[src/rtl/divrem_wide.sv]
module divrem_wide #(
  parameter int W = 64
) (
  input  logic         clk,
  input  logic         rst_n,
  input  logic         start,
  input  logic [W-1:0] op_a,
  input  logic [W-1:0] op_b,
  input  logic [W-1:0] op_c,
  output logic         busy,
  output logic         done,
  output logic [W-1:0] quot,
  output logic [W-1:0] rem,
  output logic         ovf
);
  localparam int CW = $clog2(W + 1);

  logic         busy_r, done_r, ovf_r;
  logic [W-1:0] rem_r, q_r, b_r;
  logic [CW-1:0] cnt_r;

  wire          accept = start && !busy_r;
  wire          bad    = (op_b == '0) || (op_a >= op_b);
  wire  [W:0]   trial  = {rem_r, q_r[W-1]};
  wire  [W:0]   diff   = trial - {1'b0, b_r};
  wire          ge     = !diff[W];

  always_ff @(posedge clk or negedge rst_n) begin
    if (!rst_n) begin
      busy_r <= 1'b0;
      done_r <= 1'b0;
      ovf_r  <= 1'b0;
      rem_r  <= '0;
      q_r    <= '0;
      b_r    <= '0;
      cnt_r  <= '0;
    end else begin
      done_r <= 1'b0;
      if (accept) begin
        if (bad) begin
          q_r    <= '1;
          rem_r  <= '0;
          ovf_r  <= 1'b1;
          done_r <= 1'b1;
        end else begin
          busy_r <= 1'b1;
          rem_r  <= op_a;
          q_r    <= op_c;
          b_r    <= op_b;
          ovf_r  <= 1'b0;
          cnt_r  <= CW'(W);
        end
      end else if (busy_r) begin
        rem_r <= ge ? diff[W-1:0] : trial[W-1:0];
        q_r   <= {q_r[W-2:0], ge};
        cnt_r <= cnt_r - 1'b1;
        if (cnt_r == CW'(1)) begin
          busy_r <= 1'b0;
          done_r <= 1'b1;
        end
      end
    end
  end

  assign busy = busy_r;
  assign done = done_r;
  assign quot = q_r;
  assign rem  = rem_r;
  assign ovf  = ovf_r;
endmodule

[config.mk]
export PLATFORM = sky130hd
export DESIGN_NAME = divrem_wide
export DESIGN_NICKNAME = d
export VERILOG_FILES = /design/src/rtl/divrem_wide.sv
export SDC_FILE = /design/constraint.sdc
export NUM_CORES = 1
export LEC_CHECK = 0
export ABC_AREA = 1
export BUFFER_PORTS_ARGS = -buffer_cell sky130_fd_sc_hd__buf_2
export CAP_MARGIN = 20
export CORE_UTILIZATION = 35
export DETAILED_ROUTE_END_ITERATION = 8
export GPL_TIMING_DRIVEN = 0
export PLACE_DENSITY = 0.67
export SYNTH_ARGS = -nofsm -noshare
export SYNTH_HDL_FRONTEND = slang
export SYNTH_SLANG_ARGS = --single-unit
export TNS_END_PERCENT = 100
[constraint.sdc]
create_clock -name clk -period 2.6 [get_ports clk]
set_input_delay 0.39 -clock clk [delete_from_list [all_inputs] [get_ports clk]]
set_output_delay 0.39 -clock clk [all_outputs]
set_load 0.005 [all_outputs]
==> results.toml, run 1 <==
[outcome]
outcome = "complete, but fails checks"
violations = "setup timing"

[worst_setup_path]
startpoint = "rem[26]$_DFFE_PN0P_"
reg2regPathDepth = 18
path_buf_inv = 3
r2r_start = "rem[26]$_DFFE_PN0P_"
crit_fanout = 7
crit_required_ns = 3.11
r2r_end = "rem[48]$_DFFE_PN0P_"
worst-path-stages = 18
crit_end = "rem[48]$_DFFE_PN0P_"
critical_path_class = "flip-flop to flip-flop"
endpoint_kind = "flip-flop"
max_stage_delay_ns = 0.45
crit_arrival_ns = 3.13
cpMaxStageDelayCell = "dfrtp_2"
path_cells = "ha_4 -> nand2_1 -> inv_1 -> nand2_1 -> nand2_1 -> nand2_1 -> nand2_1 -> a21oi_2 -> nand2_2 -> nand2_4 -> nand2_4 -> nand2_4 -> nand2_4 -> buf_12 -> clkbuf_16 -> nand2_4 -> nand3_2 -> a21oi_2"
path_delay_family = "simple AND/OR/NAND/NOR gates"
startpoint_type = "flip-flop"
rrSetupSlack_ns = -0.02

[synth]
syn_inst = 3090
ys_seq_area_share_pct = 27.3
synth-main-ff-cell = "dfrtp_1"
ys_async_sr_fraction_pct = 100
ys_types = 41
yosysWarnings = 0
syn-cell-area_mm2 = 0.0185
yosys_register_bits = 202
synth_nets = 3416
synth_edf_count = 0
syn_avg_cell_area_um2 = 5.98

[clock_tree]
cts_buffers = 25
path_clk_slew_ns = 0.07
root_buffer = "clkbuf_16"
cts_max_path_buffers = 3
cts_tree = "done"
clk_latency_ns = 0.59
htreeDepth = 1
clock-sinks = 202

[sta]
postLayoutSetupSlackWorst_ns = -0.0238
clock.fmax_mhz = 381
fin_crit_sh_pct = 101
fin_crit_ns = 2.62
rsz0062_at_grt = "true"
drv_slew = 0
slew_headroom_pct = 42.6
tightest_slew_ns = 0.861
final-setup-viol-count = 2
setup_tns_ns = -0.0467
hold_viol_final = 0
fin_skew_ns = 0.0156

[global_route]
grt_start_max_net_pins = 115
grt_usage_pct = 26.6
antenna_found_initial = 13
overflow = 0
grt_pass1_vias = 19300
grt_pass1_wl_um = 111000

[layout]
final_area_mm2 = 0.0242
final_util_pct = 46.9
synthToLayoutAreaGrowth_pct = 31.0
final_common_cell = "nand2_1"
layout-drive-gt1-share_pct = 23.1
layoutNonFillerInstCount = 4182
fin_nets = 3801
layout_common_cells = "nand2_1 (890), inv_1 (635), buf_2 (333), nor2_1 (252), dfrtp_1 (188)"

[floorplan]
rows = 83
core_area_mm2 = 0.0517
dieArea_mm2 = 0.0538
die-width_um = 232
initial_core_util_pct = 35.8
dieHeight_um = 232
pin_count = 326

[place]
port_buffers = 325
place.gp.congestion = 1.02
placed_area_mm2 = 0.0210
post-dp-hpwl_um = 59400
place_inst = 4096

[pwr]
power.density_mw_per_mm2 = 1700
p_leak_nw = 13.6
peakVddDrop_mv = 0.618

[worst_hold_path]
hp-class = "input pin to flip-flop"

[routing]
detail_route.wl_per_cell_um = 17.8
drc = 0
viasPerCell = 4.93
wl_um = 74400
initialDrtViolationCount = 1443
dr.pass1.iters = 7
num_vias = 20600
ant_nets = 0

[job]
maxCapViolations = 0
## stage by stage
stage,hold WS [ns],total power [mW],setup slack (ns)
2_1_floorplan,0.0944,22.8,0.0816
3_3_place_gp,0.465,30.1,-2.50
3_5_place_dp,0.456,30.3,-1.38
4_1_cts,0.000608,36.1,-0.0234
5_1_grt,0.0219,44.6,-0.164
6_report,0.0249,41.2,-0.0238
## layout make-up
cell class | instances | area [µm²]
antenna | 8 | 20.0
buffer | 101 | 616
clock buffer | 38 | 744
clock inverter | 8 | 136
fill | 5461 | 27500
inverter | 644 | 2420
multi-input combinational | 2142 | 12300
sequential | 202 | 5070
tap | 680 | 851
timing repair buffer | 359 | 2060
## flip-flops by register name, indices dropped and copies added (netlist names)
signal and flops:
quot 64, busy 1, cnt_r 7, done 1
ovf 1, rem 64, b_r 64
## cell usage after synthesis (2+ instances only)
cell type,n,area [µm²]
nand2_1,967,3630
inv_1,638,2390
nor2_1,277,1040
nand3_1,214,1070
dfrtp_1,202,5050
a21oi_1,191,956
o21ai_0,153,766
ha_1,130,1630
nand4_1,96,601
clkbuf_1,53,199
nand2_2,28,175
buf_2,27,135
xor2_1,19,166
nor3_1,18,90.1
buf_1,16,60.1
nand3b_1,14,105
inv_2,5,18.8
xnor2_1,5,43.8
buf_6,4,45.0
nor2_2,4,25.0
nand2_4,3,33.8
nor4_1,3,18.8
a21oi_2,2,17.5
and3_1,2,12.5
buf_8,2,30.0
nor3_4,2,32.5
## worst register-to-register path: stages, from the launching register on
cell and delay [ns]:
dfrtp_2 0.45, ha_4 0.28, nand2_1 0.16, inv_1 0.06, nand2_1 0.06, nand2_1 0.11
nand2_1 0.11, nand2_1 0.09, a21oi_2 0.15, nand2_2 0.10, nand2_4 0.11, nand2_4 0.09
nand2_4 0.11, nand2_4 0.07, buf_12 0.16, clkbuf_16 0.18, nand2_4 0.06, nand3_2 0.07
a21oi_2 0.15
## worst min-delay path by stage
stage / startpoint / end / slack, ns / cells past startpoint
global route: op_b[37] / b_r[37]$_DFFE_PN0P_ / 0.02 / 3
finish: op_b[34] / b_r[34]$_DFFE_PN0P_ / 0.02 / 3
floorplan: rst_n / b_r[0]$_DFFE_PN0P_ / 0.09 / 0
global placement: ovf$_DFFE_PN0P_ / ovf$_DFFE_PN0P_ / 0.46 / 2
detailed placement: rst_n / rem[18]$_DFFE_PN0P_ / 0.46 / 1
CTS: op_b[62] / b_r[62]$_DFFE_PN0P_ / 0.0006 / 3
## metal layers
metal,up-vias,wire length [µm],GRT usage [%]
met2,630,36200,46.5
li1,10400,-,-
met1,9491,30800,33.1
met3,116,5080,5.11
met5,-,94,0
met4,16,2260,7.11
## report_power, final
part | switching, mW | internal (mW) | leakage, nW
Sequential | 1.50 | 4.92 | 2.33
Clock | 1.55 | 2.28 | 0.430
Combinational | 18.8 | 12.1 | 10.9
Total | 21.8 | 19.3 | 13.6
## kinds of logic (layout without fill, tap and decap cells)
group / Yosys count / count (layout) / share of synthesized area [%]
adders and majority gates: 131 / 131 / 8.90
DFF: 202 / 202 / 27.3
xor gates and xnor gates: 24 / 24 / 1.14
buffers and inverters: 746 / 1150 / 15.6
AOI/OAI and AO/OA: 354 / 354 / 9.76
and+or+nand+nor: 1633 / 1633 / 37.3
other: 0 / 8 / 0
## what timing repair did
action / CTS / global route
endpoints found under the hold margin: 88 / 0
buffers inserted: 14 / 12
gates cloned: 0 / 6
pin swaps: 34 / 70
gates resized for setup: 132 / 337
endpoints found under the setup margin: 193 / 186
hold buffers: 1 / 0
(Power assumes the default switching activity.)
==> run 2: changes to the inputs <==
--- a/config.mk
+++ b/config.mk
@@ -11,7 +11,7 @@
 export CORE_UTILIZATION = 35
 export DETAILED_ROUTE_END_ITERATION = 8
 export GPL_TIMING_DRIVEN = 0
-export PLACE_DENSITY = 0.67
+export PLACE_DENSITY = 0.53
 export SYNTH_ARGS = -nofsm -noshare
 export SYNTH_HDL_FRONTEND = slang
 export SYNTH_SLANG_ARGS = --single-unit
==> run 2 against run 1 <==
  * The run still ends with setup timing left
  * Register-to-register slack got worse by 0.08 ns
  * Count of clock-buffer cells in the layout increased by 5
  * Highest routed layer unchanged
  * Non-clock buffer count increased by 18
  * Sequential power about the same
  * Core utilization increased by 0.48 points
  * Routed wire length increased by 4.2%
  * First-iteration DRC count decreased by 15%
  * Flip-flop and latch count unchanged
  * Maximum frequency decreased by 2.9%
  * Total power increased by 3.1%
  * Cell area increased by 1.0%
  * Worst hold slack improved by 0.00075 ns
==> results.toml, run 2 (synthesized netlist as in run 1, its figures left out) <==
[sta]
fin_crit_sh_pct = 104
holdWs_ns = 0.0256
rsz0062_at_grt = "true"
drv_slew = 0
final-setup-viol-count = 46
tightest_slew_ns = 0.740
hold_viol_final = 0
postLayoutSetupSlackWorst_ns = -0.102
slew_headroom_pct = 50.7
fin_skew_ns = 0.0300
fin_crit_ns = 2.70
clock.fmax_mhz = 370

[floorplan]
initial_core_util_pct = 35.8
core_area_mm2 = 0.0517
pin_count = 326
dieHeight_um = 232
die-width_um = 232
rows = 83
dieArea_mm2 = 0.0538

[outcome]
outcome = "complete, but fails checks"
violations = "setup timing"

[pwr]
swShare_pct = 53.2
p_clk_share_pct = 8.9
seq_power_share_pct = 15.1
p_leak_nw = 13.7
peakVddDrop_mv = 0.780
power.density_mw_per_mm2 = 1730
internal-power_mw = 19.9
p_comb_share_pct = 76.0
netSwitchingPower_mw = 22.6

[place]
placed_area_mm2 = 0.0211
place.gp.congestion = 0.917
post-dp-hpwl_um = 62600
dp_slack_ns = -1.28
place_inst = 4098
port_buffers = 325

[clock_tree]
clk_latency_ns = 0.59
path_clk_slew_ns = 0.06
root_buffer = "clkbuf_16"
cts_buffers = 27
cts_tree = "done"
htreeDepth = 1
clock-sinks = 202
cts_max_path_buffers = 3

[layout]
fin_nets = 3821
layoutNonFillerInstCount = 4198
filler_cell_count = 5615
layout-drive-gt1-share_pct = 23.7
final_util_pct = 47.3
final_area_mm2 = 0.0245
layout_common_cells = "nand2_1 (892), inv_1 (634), buf_2 (337), nor2_1 (252), dfrtp_1 (184)"
final_common_cell = "nand2_1"
synthToLayoutAreaGrowth_pct = 32.4

[routing]
ant_nets = 0
num_vias = 20600
viasPerCell = 4.92
initialDrtViolationCount = 1227
wl_um = 77500
dr.pass1.iters = 7
drc = 0
detail_route.wl_per_cell_um = 18.5

[global_route]
grt_usage_pct = 28.1
grt_pass1_vias = 20000
grt_start_max_net_pins = 112
overflow = 0
antenna_found_initial = 4
grt_pass1_wl_um = 116000

[worst_hold_path]
hp-class = "input pin to flip-flop"

[worst_setup_path]
crit_fanout = 7
critical_path_class = "flip-flop to flip-flop"
crit_required_ns = 3.08
endpoint_kind = "flip-flop"
rrSetupSlack_ns = -0.10
crit_arrival_ns = 3.18
startpoint_type = "flip-flop"

[job]
maxCapViolations = 0
## run 2: timing repair
action | CTS | global route
pin swaps | 53 | 69
setup buffers | 29 | 13
endpoints found under the setup margin | 197 | 178
endpoints found under the hold margin | 110 | 0
resized for setup | 251 | 225
gates cloned | 3 | 5
hold buffers | 1 | 0
## run 2: layout make-up
| class | count | area (µm²) | share of cell area (%) |
|---|---|---|---|
| tap | 680 | 851 | 3.48 |
| timing repair buffer | 378 | 2280 | 9.32 |
| multi-input combinational | 2142 | 12300 | 50.4 |
| sequential | 202 | 5080 | 20.7 |
| clock buffer | 43 | 806 | 3.29 |
| buffer | 100 | 628 | 2.57 |
| antenna | 4 | 10.0 | 0.0409 |
| clock inverter | 5 | 67.6 | 0.276 |
| inverter | 644 | 2420 | 9.89 |
## run 2: worst max-delay path: stages, from the launching register on
cell and delay, ns:
dfrtp_1 0.41, inv_2 0.10, ha_4 0.14, inv_4 0.03, fa_2 0.35, nand2_2 0.07, nand2_2 0.06, nand3_2 0.08
nand2_2 0.07, nand2_2 0.09, nand2_4 0.07, nand2_4 0.07, nand2_4 0.05, nand2_4 0.10, buf_4 0.12, nand3_4 0.07
buf_4 0.16, nand2_8 0.16, clkbuf_16 0.20, nand2_1 0.05, nand3_1 0.07, a21oi_1 0.06
## run 2: per-stage QoR
| stage | power [mW] | setup TNS, ns |
|---|---|---|
| 6_report | 42.4 | -2.25 |
| 5_1_grt | 46.0 | -8.45 |
| 4_1_cts | 38.9 | -0.898 |
| 3_5_place_dp | 31.2 | -196.32 |
| 3_3_place_gp | 31.0 | -718.91 |
| 2_1_floorplan | 22.8 | 0 |
## run 2: worst paths after layout
| kind | start | to | cells after the start |
|---|---|---|---|
| worst max-delay path | quot[63]$_DFFE_PN0P_ | rem[11]$_DFFE_PN0P_ | 21 |
| worst min-delay path | op_b[8] | b_r[8]$_DFFE_PN0P_ | 3 |
| worst max register to register | quot[63]$_DFFE_PN0P_ | rem[11]$_DFFE_PN0P_ | 21 |
| worst min register to register | ovf$_DFFE_PN0P_ | ovf$_DFFE_PN0P_ | 2 |
| max in group asynchronous | rst_n | rem[49]$_DFFE_PN0P_ | 4 |
| min in group asynchronous | rst_n | b_r[17]$_DFFE_PN0P_ | 3 |
## run 2: power by group through the flow
stage / combinational (mW) / clock (mW) / sequential (mW)
final: 32.2 / 3.77 / 6.42
after global routing: 35.4 / 3.97 / 6.62
after CTS: 28.6 / 3.85 / 6.36
after detailed placement: 25.0 / 0 / 6.21
after global placement: 24.8 / 0 / 6.21
after floorplan: 16.8 / 0 / 5.99
## run 2: routing by layer
layer / global-route usage, % / up-vias / share of wire (%)
met5: 0 / - / 0.017
met4: 8.41 / 2 / 2.8
met3: 4.59 / 93 / 5.6
met2: 47.0 / 503 / 47
met1: 36.9 / 9651 / 45
li1: - / 10400 / -
==> run 3: changes to the inputs <==
--- a/config.mk
+++ b/config.mk
@@ -6,7 +6,7 @@
 export NUM_CORES = 1
 export LEC_CHECK = 0
 export ABC_AREA = 1
-export BUFFER_PORTS_ARGS = -buffer_cell sky130_fd_sc_hd__buf_2
+export BUFFER_PORTS_ARGS = -buffer_cell sky130_fd_sc_hd__buf_4
 export CAP_MARGIN = 20
 export CORE_UTILIZATION = 35
 export DETAILED_ROUTE_END_ITERATION = 8
==> run 3 against run 2 <==
  * The flow now finishes without violations
  * Combinational power increased by 4%
  * First-iteration DRC count decreased by 4.0%
  * Register-to-register slack improved by 0.11 ns
  * Worst hold slack improved by 0.0097 ns
  * Global-route usage decreased by 0.45 points
==> results.toml, run 3 (synthesized netlist as in run 1, its figures left out) <==
[clock_tree]
htreeDepth = 1
cts_buffers = 27
path_clk_slew_ns = 0.06
clock-sinks = 202
root_buffer = "clkbuf_16"
cts_max_path_buffers = 3
cts_tree = "done"
clk_latency_ns = 0.57

[worst_hold_path]
hp-class = "input pin to flip-flop"
min_delay_path_depth = 3

[sta]
clock.fmax_mhz = 386
drv_slew = 0
hold_viol_final = 0
fin_crit_sh_pct = 99.8
fin_skew_ns = 0.0165
rsz0062_at_grt = "true"
setup_tns_ns = 0
final-setup-viol-count = 0
fin_crit_ns = 2.59
slew_headroom_pct = 50.8
tightest_slew_ns = 0.739

[routing]
initialDrtViolationCount = 1178
num_vias = 20600
viasPerCell = 4.92
dr.pass1.iters = 5
wl_um = 76600
drc = 0
detail_route.wl_per_cell_um = 18.3
ant_nets = 0

[worst_setup_path]
startpoint_type = "flip-flop"
crit_arrival_ns = 3.04
endpoint_kind = "flip-flop"
critical_path_class = "flip-flop to flip-flop"
crit_required_ns = 3.05
rrSetupSlack_ns = 0.006
crit_fanout = 7
reg2regPathDepth = 15

[place]
port_buffers = 325
post-dp-hpwl_um = 61600
place_inst = 4097
placed_area_mm2 = 0.0218
place.gp.congestion = 0.949

[pwr]
p_leak_nw = 14.2
peakVddDrop_mv = 0.711
power.density_mw_per_mm2 = 1710
total_power_mw = 43.8

[layout]
synthToLayoutAreaGrowth_pct = 38.3
fin_nets = 3819
final_util_pct = 49.4
final_common_cell = "nand2_1"
layout-drive-gt1-share_pct = 25.5
final_area_mm2 = 0.0256
filler_cell_count = 5406
layoutNonFillerInstCount = 4193
layout_common_cells = "nand2_1 (878), inv_1 (633), buf_4 (363), nor2_1 (244), dfrtp_1 (179)"

[floorplan]
dieHeight_um = 232
dieArea_mm2 = 0.0538
pin_count = 326
core_area_mm2 = 0.0517
die-width_um = 232
rows = 83
initial_core_util_pct = 35.8

[global_route]
grt_pass1_wl_um = 115000
grt_start_max_net_pins = 117
antenna_found_initial = 1
overflow = 0
grt_usage_pct = 27.6
grt_pass1_vias = 20100

[job]
maxCapViolations = 0

[outcome]
outcome = "completed"
[run 3: what timing repair did]
item / CTS / global route
hold buffers: 1 / 0
setup buffers: 18 / 22
pin swaps: 43 / 86
setup endpoints to repair: 193 / 187
hold endpoints to repair: 86 / 0
resized for setup: 207 / 366
cloned: 1 / 6
[run 3: layout make-up]
cell class | count | area, µm² | share of cell area [%]
plain buffers | 101 | 652 | 2.55
inverters | 644 | 2420 | 9.48
diodes | 1 | 2.50 | 0.00979
clock inverters | 10 | 96.3 | 0.377
well taps | 680 | 851 | 3.33
flip-flops and latches | 202 | 5080 | 19.9
multi-input cells | 2142 | 12600 | 49.4
repair buffers | 375 | 3030 | 11.9
clock buffers | 38 | 797 | 3.12
[run 3: path summary, 6_finish.rpt]
path                                          start             endpoint
min in group asynchronous                     rst_n  b_r[15]$_DFFE_PN0P_
worst min register to register      ovf$_DFFE_PN0P_      ovf$_DFFE_PN0P_
worst max register to register  rem[40]$_DFFE_PN0P_  rem[27]$_DFFE_PN0P_
worst max-delay path            rem[40]$_DFFE_PN0P_  rem[27]$_DFFE_PN0P_
worst min-delay path                       op_b[27]  b_r[27]$_DFFE_PN0P_
max in group asynchronous                     rst_n  rem[48]$_DFFE_PN0P_
[run 3: worst max-delay path: stages, from the launching register on]
cell and delay, ns:
dfrtp_2 0.43, ha_4 0.32, nand2_4 0.09, nor2_4 0.14
inv_2 0.06, nor3_4 0.23, nand2_2 0.11, nor3_4 0.20
nand2_4 0.10, nand2_4 0.11, nand2_8 0.10, nand2_8 0.20
clkbuf_16 0.19, nand2_1 0.05, nand3_1 0.07, a21oi_1 0.07
[run 3: stage by stage]
step                hold slack [ns]  setup slack [ns]
floorplan                    0.0944            0.0816
global placement              0.474             -1.19
detailed placement            0.461             -1.26
CTS                          0.0109           -0.0206
global route                 0.0310            -0.132
finish                       0.0353           0.00598
[run 3: report_power, final]
group          leakage (nW)  switching, mW  total (mW)  internal, mW
sequential             2.32           1.58        6.52          4.93
combinational          11.4           20.0        33.6          13.6
clock                 0.445           1.53        3.76          2.23
total                  14.2           23.1        43.8          20.8
[run 3: metal layers]
metal / wire [µm] / track usage (%) / share of wire, %
met2: 35400 / 45.9 / 46
met4: 2110 / 7.48 / 2.7
met5: 12 / 0 / 0.016
met3: 4760 / 4.97 / 6.2
met1: 34400 / 36.6 / 45
